### src/rtl/wdt_pkg.sv
package wdt_pkg;

    localparam int SEL_W = 3;
    localparam int PS_W  = (1 << SEL_W) - 1;

    typedef struct packed {
        logic rst;
        logic wake;
        logic flag;
    } wdt_out_t;

    function automatic logic [PS_W-1:0] ps_mask(input logic [SEL_W-1:0] sel);
        logic [PS_W:0] one_hot;
        one_hot = (PS_W+1)'(1) << sel;
        return PS_W'(one_hot - (PS_W+1)'(1));
    endfunction

endpackage

### src/rtl/wdt_base_ctr.sv
module wdt_base_ctr #(
    parameter int W = 8
) (
    input  logic clk,
    input  logic rst_n,
    input  logic clr,
    input  logic step,
    output logic wrap
);
    typedef struct packed {
        logic [W-1:0] cnt;
    } st_t;

    st_t st_d, st_q;

    always_comb begin
        st_d = st_q;
        wrap = 1'b0;
        if (clr) begin
            st_d.cnt = '0;
        end else if (step) begin
            wrap     = (st_q.cnt == {W{1'b1}});
            st_d.cnt = st_q.cnt + 1'b1;
        end
    end

    always_ff @(posedge clk or negedge rst_n) begin
        if (!rst_n) st_q <= '0;
        else        st_q <= st_d;
    end

    // without a step or clear the count holds
    a_r3_hold: assert property (@(posedge clk) disable iff (!rst_n)
        (!step && !clr) |=> $stable(st_q.cnt));

    // a clear leaves the counter at zero
    a_r4_clear: assert property (@(posedge clk) disable iff (!rst_n)
        clr |=> (st_q.cnt == '0));

endmodule

### src/rtl/wdt_post_ctr.sv
module wdt_post_ctr
    import wdt_pkg::*;
(
    input  logic             clk,
    input  logic             rst_n,
    input  logic             clr,
    input  logic             step,
    input  logic [SEL_W-1:0] sel,
    output logic             done
);
    typedef struct packed {
        logic [PS_W-1:0] cnt;
    } st_t;

    st_t             st_d, st_q;
    logic [PS_W-1:0] mask;

    always_comb begin
        st_d = st_q;
        mask = ps_mask(sel);
        done = 1'b0;
        if (clr) begin
            st_d.cnt = '0;
        end else if (step) begin
            done = ((st_q.cnt & mask) == mask);
            st_d.cnt = done ? '0 : st_q.cnt + 1'b1;
        end
    end

    always_ff @(posedge clk or negedge rst_n) begin
        if (!rst_n) st_q <= '0;
        else        st_q <= st_d;
    end

    // the postscaler restarts after its terminal count
    a_r2_restart: assert property (@(posedge clk) disable iff (!rst_n)
        done |=> (st_q.cnt == '0));

endmodule

### src/rtl/wdt_postscaled.sv
module wdt_postscaled
    import wdt_pkg::*;
#(
    parameter int BASE_W = 8
) (
    input  logic             clk,
    input  logic             rst_n,
    input  logic             tick,
    input  logic             cfg_force_en,
    input  logic             sw_en,
    input  logic [SEL_W-1:0] ps_sel,
    input  logic             kick,
    input  logic             sleep,
    input  logic             flag_clr,
    output logic             wdt_rst,
    output logic             wake,
    output logic             wdt_flag
);
    logic     en;
    logic     clr;
    logic     base_wrap;
    logic     timeout;
    wdt_out_t out_d, out_q;

    always_comb begin
        en  = cfg_force_en | sw_en;
        clr = kick | ~en;
    end

    wdt_base_ctr #(.W(BASE_W)) u_base (
        .clk  (clk),
        .rst_n(rst_n),
        .clr  (clr),
        .step (tick),
        .wrap (base_wrap)
    );

    wdt_post_ctr u_post (
        .clk  (clk),
        .rst_n(rst_n),
        .clr  (clr),
        .step (base_wrap),
        .sel  (ps_sel),
        .done (timeout)
    );

    always_comb begin
        out_d      = out_q;
        out_d.rst  = timeout & ~sleep;
        out_d.wake = timeout & sleep;
        if (timeout && !sleep) out_d.flag = 1'b1;
        else if (flag_clr)     out_d.flag = 1'b0;
    end

    always_ff @(posedge clk or negedge rst_n) begin
        if (!rst_n) out_q <= '0;
        else        out_q <= out_d;
    end

    assign wdt_rst  = out_q.rst;
    assign wake     = out_q.wake;
    assign wdt_flag = out_q.flag;

    // reset pulse lasts one cycle
    a_r6_one_cycle: assert property (@(posedge clk) disable iff (!rst_n)
        wdt_rst |=> !wdt_rst);

    // reset and wake never together
    a_r8_exclusive: assert property (@(posedge clk) disable iff (!rst_n)
        !(wdt_rst && wake));

    // a reset pulse always comes with the flag
    a_r7_flag_with_rst: assert property (@(posedge clk) disable iff (!rst_n)
        wdt_rst |-> wdt_flag);

    // a disabled cycle yields no pulse
    a_r1_disabled_quiet: assert property (@(posedge clk) disable iff (!rst_n)
        (!cfg_force_en && !sw_en) |=> (!wdt_rst && !wake));

    // a kicked cycle yields no pulse
    a_r4_kick_quiet: assert property (@(posedge clk) disable iff (!rst_n)
        kick |=> (!wdt_rst && !wake));

    // the flag is dropped only by a clear
    a_r7_sticky: assert property (@(posedge clk) disable iff (!rst_n)
        (wdt_flag && !flag_clr) |=> wdt_flag);

endmodule

### config.mk
export PLATFORM = sky130hd
export DESIGN_NAME = wdt_postscaled
export DESIGN_NICKNAME = d
export VERILOG_FILES = /design/src/rtl/wdt_pkg.sv /design/src/rtl/wdt_base_ctr.sv /design/src/rtl/wdt_post_ctr.sv /design/src/rtl/wdt_postscaled.sv
export SDC_FILE = /design/constraint.sdc
export NUM_CORES = 1
export LEC_CHECK = 0
export ABC_AREA = 1
export BUFFER_PORTS_ARGS = -buffer_cell sky130_fd_sc_hd__buf_2
export CORE_ASPECT_RATIO = 1.2
export CORE_UTILIZATION = 53
export CTS_BUF_LIST = sky130_fd_sc_hd__clkbuf_8
export CTS_CLUSTER_SIZE = 20
export DETAILED_ROUTE_END_ITERATION = 8
export PLACE_DENSITY = 0.84
export SLEW_MARGIN = 20
export SYNTH_ARGS = -nofsm -noshare
export SYNTH_HDL_FRONTEND = slang
export SYNTH_SLANG_ARGS = --single-unit
### constraint.sdc
create_clock -name clk -period 1.15 [get_ports clk]
set_input_delay 0.115 -clock clk [delete_from_list [all_inputs] [get_ports clk]]
set_output_delay 0.115 -clock clk [all_outputs]
set_load 0.05 [all_outputs]
==> run_results.csv <==
group,metric,value,unit
run_status,status,"finished, violations left",
run_status,violations,"negative setup slack",
setup_path,rr_worst_depth,7,
global_route,overflow,0,
floorplan,die_area,0.00215,mm²
setup_path,crit_arrival,1.43,ns
routing,avgRoutedWirePerCell,13.4,µm
clock_network,clockBufferDepth,2,
synthesis,synth.top_cell.area_share,0.431,
global_route,grt_pass1_vias,905,
cells_and_area,stdcell_area,0.00141,mm²
synthesis,yosysWarnings,0,
setup_path,r2r_slack,-0.08,ns
setup_path,critPathRequiredTime,1.35,ns
pwr,ir_worst_vdd,0.000851,V
synthesis,synth_top_family_by_area,"simple AND/OR/NAND/NOR gates",
setup_path,cp_max_fo,8,
sta,worst_pin_slew,0.403,ns
floorplan,die_h,50.6,µm
synthesis,yosys-top-cells-area,"dfrtp_1, nand2_1, nand3_1, inv_1, nor2_1",
synthesis,synth_commonest_cells,"nand2_1, nand3_1, dfrtp_1, inv_1, nor2_1",
global_route,antenna_found_initial,0,
setup_path,start_kind,"register",
pwr,total_power,1200,µW
sta,finalCritPeriodShare,1.07,
placed_design,dp_slack,-0.145,ns
global_route,grt_max_degree,19,
routing,routed-via-count,1005,
setup_path,path_class,"register to register",
routing,final_antenna_net_count,0,
routing,finalWirelength,2510,µm
pwr,pwr_density_cell,851,mW/mm²
synthesis,muxShareOfSynthArea,0,
setup_path,cp-endpoint,"wdt_flag",
clock_network,htree_levels,1,
sta,fmax,815,MHz
floorplan,io_pins,14,
placed_design,place.gp.congestion,0.842,
synthesis,synth_area,0.00104,mm²
synthesis,synthSimpleGateAreaFrac,0.381,
synthesis,seq_area_frac_synth,0.431,
sta,grt_setup_unrepaired,"yes",
cells_and_area,area_growth,35.3,%
sta,setup_viol_count_final,15,
synthesis,synth-edff-count,0,
cells_and_area,drive_gt1_frac,0.363,
placed_design,dpl-instance-area,0.00125,mm²
floorplan,initial_core_util,0.565,
synthesis,synth.most_common_cell,"nand2_1",
setup_path,timing.rr.start,"u_base.st_q[0]",
clock_network,cts_made_buffers,3,
floorplan,coreArea,0.00185,mm²
setup_path,r2r_end,"wdt_flag",
routing,avgViaCountPerCell,5.37,
cells_and_area,multi_input_area,611,µm²
routing,drt-pass1-iter-count,4,
cells_and_area,seqCellArea,450,µm²
placed_design,hpwl,1680,µm
worst_hold_path,hold_class,"input pin to register",
routing,drt_iter0_markers,18,
synthesis,synth.avg_cell_area,7.86,µm²
floorplan,placementRows,17,
sta,finalClockSkew,0.00173,ns
cells_and_area,layout.nets,183,
synthesis,synth_top_cell_by_area,"dfrtp_1",
sta,fin_ws,-0.0768,ns
setup_path,startpoint,"u_base.st_q[0]",
sta,fin_crit,1.23,ns
synthesis,synth_cell_types,25,
cells_and_area,diodes,0,
routing,drc,0,
clock_network,cts_tree,"done",
cells_and_area,fillerInstances,131,
synthesis,syn_nets,146,
synthesis,synth_flop_cell,"dfrtp_1",
clock_network,cts_root_buf,"clkbuf_8",
floorplan,dieWidth,42.5,µm
synthesis,synth_compound_area_frac,0.0695,
synthesis,synth-adder-area-share,0.0240,
sta,final_hold_viol_count,0,
clock_network,path_clk_slew,0.07,ns
setup_path,cp-end-kind,"register",
sta,slew-limit-headroom,0.731,
placed_design,port_buffers,13,
clock_network,clk_latency,0.26,ns
sta,slew_violations,0,
global_route,grt_usage,0.243,
synthesis,async_flop_share,1.00,
global_route,grt_pass1_wl,3770,µm
job,max_cap_violations,0,
clock_network,clock_sinks,18,
pwr,p_leak,0.000791,µW
synthesis,ys_seq_elements,18,
synthesis,synth_xor_area_frac,0.0251,
synthesis,syn_inst,133,
[per-stage QoR]
step                hold slack (ns)   util  instances  TNS [ns]
floorplan                    -0.181      -        133   -0.0581
global placement             0.0632  0.677        179    -0.242
detailed placement           0.0731  0.677        179    -0.983
CTS                          0.0814  0.717        185    -0.824
global route                 0.0957  0.764        187     -1.69
finish                       0.0807  0.764        187    -0.840
[state kept, by name (all words and copies together), names as in the netlist]
name and flops:
wdt_flag 1, u_base.st_q 8, u_post.st_q 7, wdt_rst 1, wake 1
[placed cells by master (no fill, tap or decap), types with 2 or more instances in the layout]
master and count:
a21oi_1 4, buf_2 13, buf_4 19, clkbuf_8 3
dfrtp_1 18, inv_1 15, inv_2 2, nand2_1 30
nand2_2 3, nand2_4 3, nand3_1 18, nand3_2 2
nand4_1 3, nor2_1 6, nor2_2 2, nor2_4 5
nor3_1 3, o21ai_0 2, xor2_1 3
[routing by layer]
layer	global-route usage	share of wire	vias to the layer above
met4	0.156	0.035	0
met3	0.0540	0.030	7
met5	0	0	-
li1	-	-	506
met2	0.451	0.56	23
met1	0.235	0.38	469
[critical path: stages, from the launching register on]
cell and delay [ns]:
dfrtp_1 0.40, ha_4 0.16, nand2_4 0.06, nor2_4 0.12, nand2_4 0.09, nor2_8 0.14, nand4_1 0.12, nand2_1 0.08
[repair_timing]
action / 4_1_cts / 5_1_grt
buffers inserted: 2 / 2
resized for setup: 2 / 17
setup endpoints to repair: 12 / 15
pin swaps: 1 / 8
hold endpoints to repair: 18 / 0
hold buffers: 1 / 0
[area by class of cell]
cell class,count,area share
clock buffers,3,0.0292
repair buffers,33,0.154
inverters,18,0.0496
well taps,19,0.0168
flip-flops and latches,18,0.319
multi-input cells,96,0.432
[how the worst min path moves through the flow]
stage                        start             end  slack (ns)  cells after the start
after floorplan              rst_n  u_base.st_q[0]       -0.18                      0
final                        sleep            wake        0.08                      3
after global routing      flag_clr        wdt_flag         0.1                      4
after CTS                    sleep            wake        0.08                      3
after global placement       rst_n         wdt_rst        0.06                      1
after detailed placement     rst_n         wdt_rst        0.07                      1
[where the power goes]
group	internal (µW)	switching, µW	total, µW
sequential	637	4.92	642
clock	234	214	448
combinational	43.7	70.3	114
total	914	289	1200
[kinds of logic after synthesis]
logic type,after synthesis
compound gates,11
xor+xnor,3
fa+ha+maj,2
buf+inv,19
flops,18
simple gates,80
(Power assumes the default switching activity.)
